File: src/rtl/uctr_pkg.sv
`timescale 1ns/1ps
package uctr_pkg;
    localparam int CNT_W    = 10;
    localparam int N_TAPS   = 8;
    localparam int N_SRC    = N_TAPS + 3;
    localparam int SRC_W    = $clog2(N_SRC);
    localparam int SRC_EV_A = N_TAPS;
    localparam int SRC_EV_B = N_TAPS + 1;
    localparam int SRC_HALF = N_TAPS + 2;
    localparam int N_EV     = 2;
    localparam int SYNC_D   = 3;

    typedef logic [CNT_W-1:0] cnt_t;

    typedef enum logic [1:0] {
        LEN_FULL = 2'd0,
        LEN_M2   = 2'd1,
        LEN_M4   = 2'd2,
        LEN_M6   = 2'd3
    } len_e;

    typedef struct packed {
        logic             run;
        logic             up;
        len_e             len;
        logic             full_cmp;
        logic [SRC_W-1:0] src;
    } ctrl_t;

    typedef struct packed {
        logic stepped;
        logic wrapped;
        logic loaded;
    } evt_t;

    function automatic cnt_t len_mask(len_e l);
        int   bits;
        cnt_t m;
        bits = CNT_W - 2 * int'(l);
        m    = '0;
        for (int i = 0; i < CNT_W; i++) begin
            m[i] = (i < bits);
        end
        return m;
    endfunction

    function automatic cnt_t step_value(cnt_t c, logic up, cnt_t mask);
        cnt_t n;
        n = up ? (c + cnt_t'(1)) : (c - cnt_t'(1));
        return n & mask;
    endfunction

    function automatic logic wraps(cnt_t c, logic up, cnt_t mask);
        return up ? ((c & mask) == mask) : ((c & mask) == '0);
    endfunction
endpackage

File: src/rtl/uctr_src_select.sv
`timescale 1ns/1ps
module uctr_src_select
    import uctr_pkg::*;
(
    input  logic              clk,
    input  logic              rst,
    input  logic [N_TAPS-1:0] tap_en,
    input  logic [N_EV-1:0]   ev_in,
    input  logic [SRC_W-1:0]  src,
    output logic              src_tick
);
    logic [N_EV-1:0] ev_edge;
    logic            half_q;

    for (genvar g = 0; g < N_EV; g++) begin : g_ev
        logic [SYNC_D-1:0] sh_q;
        always_ff @(posedge clk) begin
            if (rst) sh_q <= '0;
            else     sh_q <= {sh_q[SYNC_D-2:0], ev_in[g]};
        end
        assign ev_edge[g] = sh_q[SYNC_D-2] & ~sh_q[SYNC_D-1];
    end

    always_ff @(posedge clk) begin
        if (rst) half_q <= 1'b0;
        else     half_q <= ~half_q;
    end

    always_comb begin
        src_tick = 1'b0;
        for (int i = 0; i < N_TAPS; i++) begin
            if (src == SRC_W'(i)) src_tick = tap_en[i];
        end
        if (src == SRC_W'(SRC_EV_A)) src_tick = ev_edge[0];
        if (src == SRC_W'(SRC_EV_B)) src_tick = ev_edge[1];
        if (src == SRC_W'(SRC_HALF)) src_tick = half_q;
    end
endmodule

File: src/rtl/uctr_core.sv
`timescale 1ns/1ps
module uctr_core
    import uctr_pkg::*;
(
    input  logic clk,
    input  logic rst,
    input  logic tick,
    input  logic run,
    input  logic up,
    input  cnt_t mask,
    input  logic load_wr,
    input  cnt_t load_data,
    output cnt_t cnt_q,
    output evt_t evt_q,
    output logic pend_q
);
    cnt_t reload_q;
    logic apply;

    assign apply = pend_q & (tick | ~run);

    always_ff @(posedge clk) begin
        if (rst)          reload_q <= '0;
        else if (load_wr) reload_q <= load_data;
    end

    always_ff @(posedge clk) begin
        if (rst) begin
            cnt_q  <= '0;
            evt_q  <= '0;
            pend_q <= 1'b0;
        end else begin
            evt_q <= '0;
            if (load_wr && !run) begin
                cnt_q        <= load_data;
                evt_q.loaded <= 1'b1;
                pend_q       <= 1'b0;
            end else begin
                if (apply) begin
                    cnt_q        <= reload_q;
                    evt_q.loaded <= 1'b1;
                end else if (tick) begin
                    cnt_q         <= step_value(cnt_q, up, mask);
                    evt_q.stepped <= 1'b1;
                    evt_q.wrapped <= wraps(cnt_q, up, mask);
                end
                if (load_wr)    pend_q <= 1'b1;
                else if (apply) pend_q <= 1'b0;
            end
        end
    end
endmodule

File: src/rtl/uctr_pwm_irq.sv
`timescale 1ns/1ps
module uctr_pwm_irq
    import uctr_pkg::*;
(
    input  logic clk,
    input  logic rst,
    input  cnt_t cnt,
    input  cnt_t cmp,
    input  cnt_t mask,
    input  logic full_cmp,
    input  evt_t evt,
    output logic irq_cmp,
    output logic irq_zero,
    output logic pwm_out
);
    cnt_t cnt_f;
    cnt_t cmp_f;
    logic match;
    logic pwm_q;

    assign cnt_f = cnt & mask;
    assign cmp_f = cmp & mask;
    assign match = full_cmp ? (cnt == cmp) : (cnt_f == cmp_f);

    assign irq_cmp  = evt.stepped & match;
    assign irq_zero = evt.stepped & (cnt_f == '0);

    always_ff @(posedge clk) begin
        if (rst)                            pwm_q <= 1'b0;
        else if (evt.stepped && match)      pwm_q <= 1'b0;
        else if (evt.wrapped || evt.loaded) pwm_q <= 1'b1;
    end

    always_comb begin
        if (cmp_f == '0)        pwm_out = 1'b0;
        else if (cmp_f == mask) pwm_out = 1'b1;
        else                    pwm_out = pwm_q;
    end
endmodule

File: src/rtl/updown_pwm_timer.sv
`timescale 1ns/1ps
module updown_pwm_timer
    import uctr_pkg::*;
(
    input  logic              clk,
    input  logic              rst,
    input  logic [N_TAPS-1:0] tap_en,
    input  logic              ev_a,
    input  logic              ev_b,
    input  logic              ctrl_wr,
    input  logic              ctrl_run,
    input  logic              ctrl_up,
    input  logic [1:0]        ctrl_len,
    input  logic              ctrl_fullcmp,
    input  logic [SRC_W-1:0]  ctrl_src,
    input  logic              load_wr,
    input  logic [CNT_W-1:0]  load_data,
    input  logic              cmp_wr,
    input  logic [CNT_W-1:0]  cmp_data,
    output logic [CNT_W-1:0]  count,
    output logic              irq_cmp,
    output logic              irq_zero,
    output logic              pwm_out
);
    ctrl_t ctrl_q;
    cnt_t  cmp_q;
    cnt_t  mask;
    cnt_t  cnt_q;
    evt_t  evt_q;
    logic  src_tick;
    logic  tick;
    logic  load_pend;
    logic  run_s;
    logic  stepped_s;

    always_ff @(posedge clk) begin
        if (rst) begin
            ctrl_q <= '0;
        end else if (ctrl_wr) begin
            ctrl_q.run      <= ctrl_run;
            ctrl_q.up       <= ctrl_up;
            ctrl_q.len      <= len_e'(ctrl_len);
            ctrl_q.full_cmp <= ctrl_fullcmp;
            ctrl_q.src      <= ctrl_src;
        end
    end

    always_ff @(posedge clk) begin
        if (rst)         cmp_q <= '0;
        else if (cmp_wr) cmp_q <= cmp_data;
    end

    assign mask      = len_mask(ctrl_q.len);
    assign tick      = src_tick & ctrl_q.run;
    assign run_s     = ctrl_q.run;
    assign stepped_s = evt_q.stepped;

    uctr_src_select u_src (
        .clk      (clk),
        .rst      (rst),
        .tap_en   (tap_en),
        .ev_in    ({ev_b, ev_a}),
        .src      (ctrl_q.src),
        .src_tick (src_tick)
    );

    uctr_core u_core (
        .clk       (clk),
        .rst       (rst),
        .tick      (tick),
        .run       (ctrl_q.run),
        .up        (ctrl_q.up),
        .mask      (mask),
        .load_wr   (load_wr),
        .load_data (load_data),
        .cnt_q     (cnt_q),
        .evt_q     (evt_q),
        .pend_q    (load_pend)
    );

    uctr_pwm_irq u_out (
        .clk      (clk),
        .rst      (rst),
        .cnt      (cnt_q),
        .cmp      (cmp_q),
        .mask     (mask),
        .full_cmp (ctrl_q.full_cmp),
        .evt      (evt_q),
        .irq_cmp  (irq_cmp),
        .irq_zero (irq_zero),
        .pwm_out  (pwm_out)
    );

    assign count = cnt_q;
endmodule

File: config.mk
export PLATFORM = sky130hd
export DESIGN_NAME = updown_pwm_timer
export DESIGN_NICKNAME = d
export VERILOG_FILES = /design/src/rtl/uctr_pkg.sv /design/src/rtl/uctr_src_select.sv /design/src/rtl/uctr_core.sv /design/src/rtl/uctr_pwm_irq.sv /design/src/rtl/updown_pwm_timer.sv
export SDC_FILE = /design/constraint.sdc
export NUM_CORES = 1
export LEC_CHECK = 0
export BUFFER_PORTS_ARGS = -buffer_cell sky130_fd_sc_hd__buf_2
export CORE_ASPECT_RATIO = 0.8
export CORE_UTILIZATION = 51
export DETAILED_ROUTE_END_ITERATION = 8
export GPL_ROUTABILITY_DRIVEN = 0
export HOLD_SLACK_MARGIN = 0.15
export PLACE_DENSITY = 0.75
export REMOVE_ABC_BUFFERS = 1
export SLEW_MARGIN = 25
export SYNTH_ARGS = -nofsm -noshare
export SYNTH_HDL_FRONTEND = slang
export SYNTH_SLANG_ARGS = --single-unit
File: constraint.sdc
create_clock -name clk -period 5.5 [get_ports clk]
set_input_delay 0.55 -clock clk [delete_from_list [all_inputs] [get_ports clk]]
set_output_delay 0.55 -clock clk [all_outputs]
set_load 0.005 [all_outputs]
Yosys cells after proc, flatten, opt, wreduce, memory -nomap -nowiden
Cells that the tools add are included.

Multiplexer cells: 24. Shift operators: 0. Reduce and logical (&&, ||, !) cells: 13. Eq/ne operators: 14. Magnitude comparators: 10. Add/subtract/negate cells: 3. Div/mod/pow operators: 0. Bitwise operators: 15. Multipliers: 0.

Operators by type and width (number): 10-bit == test (4); 10-bit 2-to-1 mux (4); 10-bit bitwise AND (3); 10-bit logical NOT (2); 4-bit by 5-bit < comparator with 1-bit output (first input constant) (4); 1-bit 2-to-1 mux (19); 4-bit by 3-bit == test with 1-bit output (second input constant) (4); 4-bit == test (second input constant) (3); 10-bit by 1-bit adder with 10-bit output (second input constant) (1); 3-bit by 5-bit < comparator with 1-bit output (first input constant) (2); 5-bit < comparator (first input constant) (2); 10-bit by 1-bit subtractor with 10-bit output (second input constant) (1); 4-bit by 2-bit == test with 1-bit output (second input constant) (2); 1-bit bitwise AND (6); 1-bit by 5-bit < comparator with 1-bit output (first input constant) (1); 2-bit by 5-bit < comparator with 1-bit output (first input constant) (1); 1-bit NOT (5); 4-bit by 3-bit subtractor with 5-bit output (first input constant) (1); 4-bit by 1-bit == test with 1-bit output (second input constant) (1); 4-bit logical NOT (1); 2-bit OR reduction (2); 4-bit OR reduction (1); 3-bit nonzero test (1); 3-bit OR reduction (1); 6 further kinds (7).

Bits in registers: 51. Input port bits: 44. Word-level logic and storage cells: 95. Bits in latches: 0. Memories: 0. ROM bits: 0. Memory bits (writable): 0.

Depth between registers and ports, before layout
Word-level depth: 17. Mapped depth: 8. Gate-level depth less buffers: 8.

Modules after synthesis
From an unflattened synthesis, not the netlist that was laid out.

Cell total of the unflattened synthesis: 362. Area total of the unflattened synthesis: 3054.2 um^2.

Modules (own cells, without submodules): uctr_core (area an instance 1652.8 um^2, cells each 208, sequential area each 480.5 um^2, times used 1); updown_pwm_timer (area an instance 704.4 um^2, cells each 66, sequential area each 380.4 um^2, times used 1); uctr_pwm_irq (area an instance 382.9 um^2, cells each 58, sequential area each 20.0 um^2, times used 1); uctr_src_select (area an instance 314.1 um^2, cells each 30, sequential area each 140.1 um^2, times used 1).

Worst setup path before layout
No wires, ideal clock.

Path type: flip-flop to flip-flop. Start point: register ctrl_q[7] (netlist name). End point: register u_core.cnt_q[8]. Buffers on the path: 0. Cell stages (with the launch flop): 9. Setup time: 74 ps. Setup slack: 3397 ps. Data arrival time: 2028 ps. Cells stage by stage: dfxtp_1 inv_1 fa_1 a21o_1 a22oi_1 and4b_1 nor3_1 or3_1 a31oi_1.

Longest elaborated chain between the ends: 5.

Ends and longest elaborated chain: 10-bit 2-to-1 mux (line uctr_pkg.sv:49) `n = up ? (c + cnt_t'(1)) : (c - cnt_t'(1));`; 10-bit bitwise AND (line uctr_pkg.sv:50) `return n & mask;`; 10-bit 2-to-1 mux (line uctr_core.sv:42) `end else if (tick) begin`; 10-bit 2-to-1 mux (line uctr_core.sv:39) `if (apply) begin`; 10-bit 2-to-1 mux (line uctr_core.sv:34) `if (load_wr && !run) begin`; end signal, assigned (line uctr_core.sv:35) `cnt_q <= load_data;`; end signal, assigned (line uctr_core.sv:40) `cnt_q <= reload_q;`; end signal, assigned (line uctr_core.sv:43) `cnt_q <= step_value(cnt_q, up, mask);`; end, declared (line uctr_core.sv:13) `output cnt_t cnt_q,`.

Every way passes these cells. The select of a mux whose other input is x is not followed. A chain may end at the register's enable or synchronous reset.

Worst setup path in the final report
Start point: register u_core.cnt_q[5]. End point: output irq_cmp.

Longest elaborated chain between the ends: 4. Elaborated cells on any way between the ends: 5. Those cells by class: eq/ne: 2; mux: 1; bitwise: 2.

Ends and longest elaborated chain: 10-bit bitwise AND (line uctr_pwm_irq.sv:21) `assign cnt_f = cnt & mask;`; 10-bit == test (line uctr_pwm_irq.sv:23) `assign match = full_cmp ? (cnt == cmp) : (cnt_f == cmp_f);`; 1-bit 2-to-1 mux (*) (line uctr_pwm_irq.sv:23); 1-bit bitwise AND (*) (line uctr_pwm_irq.sv:25) `assign irq_cmp = evt.stepped & match;`; end, declared (line updown_pwm_timer.sv:21) `output logic irq_cmp,`.

Every way passes the cells marked *; elsewhere a longest branch is shown, timed or not.

==> metrics list <==
- The flow ran to the end, but the final reports show violations.
- The checks that failed: DRC.
- Cell types with the largest area share after synthesis: sky130_fd_sc_hd__dfxtp_1 37%, sky130_fd_sc_hd__mux2i_1 9.8%, sky130_fd_sc_hd__nor2_1 5.3%
- Sum Neg Setup Slack: 0 ns
- The Yosys step of the flow raised 0 warnings.
* Critical path data required time: roughly 5.0 ns
* Die boundary width: between 80 and 90 um
- 57 I/O pins were placed.
- In this run the static leakage power is 1.40 nW.
- TritonCTS built the clock tree.
* First-pass GRT wire length: 10.9 mm
- The worst path in the final design needs a cycle of between 2 and 3 ns, including I/O delays and setup.
* Post-cts hold buffer count: 0
- In this run the power density over the cells is between 200 and 300 nW/um^2.
* Ant diodes: 0
- Fraction of post-synthesis cell area in the top cell type by area: a little under two fifths
- Number of antenna violations at the first check in global routing: 0
- HP Class: flip-flop to flip-flop
- Fraction of final layout cells with drive strength greater than 1: a little under a fifth
- In this run the clock root is driven by a sky130_fd_sc_hd__clkbuf_8.
- Dividing the final minimum period by the clock period gives ~50%.
- Total gr overflow: 0
- Number of antenna-violating nets in the routed design: 0
* Number of cells upsized or downsized after cts: 0
* Num CTS Buffers: 5
- The largest single stage delay on the critical path is 0.47 ns.
* Fraction of the yosys area taken by sequential cells: 36.8%
- STA classifies the critical path endpoint as a primary output.
* Placed Instance Area: roughly 3000 um^2
- The later pin in the worst-skew pair is clocked with a latency of roughly 0.31 ns.
* Via count of the first global-routing pass: between 2,000 and 2,500
- Counting tap cells, the placed design contains a total of approximately 430 instances.
- Number of clock sinks seen by CTS: 51
- Final cell utilization of the core: between 60% and 70%
* Post-Synthesis Mean Instance Area: 8.55 um^2
* Endpoints failing hold: 0
- Synth async-reset ratio: 0%
- Summing all non-filler instances in the final layout gives an area of between 3000 and 4000 um^2.
- Fill cell total of the finished layout: roughly 480
- Die Y-Extent: slightly below 70 um
- Wires add up to ~6.9 mm.
* Number of vias per cell after detailed routing: around 5.9
* Minimum setup slack after placement: 3.18 ns
- Clock-pin slew was measured on the worst setup and hold paths at approximately 0.1 ns.
- Number of maximum-capacitance constraint violations: 0
- Input/output buffers: between 50 and 60
* RSZ-0062 raised after global routing: false
- Cell breakdown of the critical path: xor2_1, nor4_1, o21ai_1, a21o_1, a2111oi_2, buf_2
- Slowest cell on crit path: sky130_fd_sc_hd__dfxtp_1
* Std-Cell Rows: 23
- For this run, the leading register cell type out of synthesis is sky130_fd_sc_hd__dfxtp_1.
- Cell area after synthesis: ~2800 um^2
* Gate count of the mapped netlist: approximately 320
* Worst relative slew slack: between 40 and 50%
* Fin Clk Skew: around 0.0073 ns
- For this run, the detailed router's first-pass iteration total came to 7.
* Classification of the worst setup path: flip-flop to primary output
- The number of max-slew violations in the final report came to 0.
- Area added between synthesis and finish: 14.1%
- Post-layout nets: about 430
- The H-tree was split into 2 levels.
- Register bit total from synthesis: 51
- Once routing completed, OpenROAD measured the worst setup slack at about 2.8 ns.
- For the worst setup path, the data arrival time is roughly 2.1 ns.
- Transition time at the pin with the least slew margin: about 0.86 ns
* Startpoint class of the critical path: flip-flop
* Peak ir drop on the vdd network: between 150 and 200 uV
* Maximum buffer depth of the clock tree: 2
- Number of standard cells in the final layout excluding fillers: about 440
- Setup violators final: 0
- Once the floorplan was initialized, standard cells occupied between 50% and 60% of the core.
- Entering global routing, the biggest net connects 46 pins.
- Vias after detailed routing: 2,562
* Core box area: about 5100 um^2
- Post-CTS repair timing setup buffer count: 0
- After the first detailed-routing iteration, the DRC count stood at 202.
* Worst Path Max Fanout: 6
* Combined global-route utilization of all metal layers: around 25%
- DPL Wire Length: approximately 5 mm
* Maximum clock frequency: 372 MHz
* Wirelength per Cell: between 15 and 20 um
- The floorplan step defined a die boundary enclosing 5730 um^2.
- The biggest area contributor in the post-synthesis netlist is sky130_fd_sc_hd__dfxtp_1.
* Remaining routing DRC violations: 12
* Count of flip-flops with a built-in enable after synthesis: 0
- Synthesis instantiated 52 different standard cells from the library.
synthesized netlist by cell type (2+ instances only):
library cell / n
sky130_fd_sc_hd__o31ai_1: 2
sky130_fd_sc_hd__and2_1: 2
sky130_fd_sc_hd__o21ai_0: 5
sky130_fd_sc_hd__nor2_1: 39
sky130_fd_sc_hd__nor2b_1: 9
sky130_fd_sc_hd__a21oi_1: 21
sky130_fd_sc_hd__nand4_1: 3
sky130_fd_sc_hd__xnor2_1: 10
sky130_fd_sc_hd__o32a_1: 2
sky130_fd_sc_hd__xor2_1: 8
sky130_fd_sc_hd__nor4_1: 5
sky130_fd_sc_hd__o21ai_1: 3
sky130_fd_sc_hd__o21bai_1: 2
sky130_fd_sc_hd__clkbuf_1: 12
sky130_fd_sc_hd__nand3_1: 6
sky130_fd_sc_hd__dfxtp_1: 51
sky130_fd_sc_hd__inv_1: 10
sky130_fd_sc_hd__a32oi_1: 2
sky130_fd_sc_hd__or3_1: 3
sky130_fd_sc_hd__nand2_1: 28
sky130_fd_sc_hd__mux2i_1: 27
sky130_fd_sc_hd__o22ai_1: 2
sky130_fd_sc_hd__nor3_1: 10
sky130_fd_sc_hd__a21o_1: 8
sky130_fd_sc_hd__a22oi_1: 2
sky130_fd_sc_hd__nand2b_1: 4
sky130_fd_sc_hd__o211ai_1: 6
sky130_fd_sc_hd__ha_1: 8
sky130_fd_sc_hd__a31oi_1: 7
sky130_fd_sc_hd__o21a_1: 2
sky130_fd_sc_hd__a32o_1: 4
kinds of logic (layout without fill, tap and decap cells):
group           Yosys count  count (layout)  share of synthesized area (%)
compound gates           81              81                           20.9
fa+ha+maj                 9               9                           4.33
mux                      27              27                           9.75
buf+inv                  25              75                           3.52
flops                    51              51                           36.8
simple gates            113             113                           18.9
xor+xnor                 18              18                           5.69
final timing paths:
| kind | from | end | slack, ns | depth (start not counted) |
|---|---|---|---|---|
| setup / recovery | u_core.cnt_q[5] | irq_cmp | 2.81 | 6 |
| hold / removal | u_src.half_q | u_src.half_q | 0.43 | 1 |
| setup reg to reg | ctrl_q[7] | u_core.cnt_q[8] | 3.13 | 8 |
| hold reg to reg | u_src.half_q | u_src.half_q | 0.43 | 1 |
where the power goes:
group	total [W]	internal [W]	switching, W
Sequential	0.000438	0.000396	0.0000419
Combinational	0.000256	0.000123	0.000133
Clock	0.000219	0.0000888	0.000131
metrics by stage:
stage	total power (W)	hold slack, ns
after CTS	0.000913	0.429
after detailed placement	0.000698	0.415
after global routing	0.000965	0.454
final	0.000914	0.427
after global placement	0.000692	0.401
after floorplan	0.000614	0.389
registers in the layout, indices dropped and copies added, names as in the netlist:
register         cells
cmp_q               10
ctrl_q               8
run_s                1
u_core.cnt_q        10
u_core.evt_q         3
u_core.pend_q        1
u_core.reload_q     10
u_out.pwm_q          1
u_src.g_ev.sh_q      6
u_src.half_q         1
cell type report:
type | count | area [um^2] | share of cell area [%]
inverters | 11 | 41.3 | 1.31
clock inverters | 3 | 20.0 | 0.633
well taps | 62 | 77.6 | 2.45
clock buffers | 5 | 68.8 | 2.18
multi-input cells | 248 | 1650 | 52.3
repair buffers | 56 | 280 | 8.86
flip-flops and latches | 51 | 1020 | 32.3
cell usage in the layout, fill, tap and decap left out, drive strengths merged, types with 9 or more instances in the layout:
| cell type | instances |
|---|---|
| a21oi | 22 |
| buf | 56 |
| dfxtp | 51 |
| inv | 10 |
| mux2i | 27 |
| nand2 | 28 |
| nor2 | 40 |
| nor2b | 9 |
| nor3 | 10 |
| xnor2 | 10 |
critical path: cells and delay by family, from the launching register on:
kind                   cells  cell delay [ns]
AND/OR/NAND/NOR            1             0.41
AO/OA/AOI/OAI              3             0.65
XOR/XNOR                   1             0.12
flip-flops                 1             0.47
buffers and inverters      1             0.18
per-layer routing:
layer	global-route usage [%]	share of wire [%]
met5	0	0
met1	34.4	46
met3	4.34	7.9
met2	39.1	45
met4	7.20	0.83
Note: power is estimated with default switching activity, not from simulation.
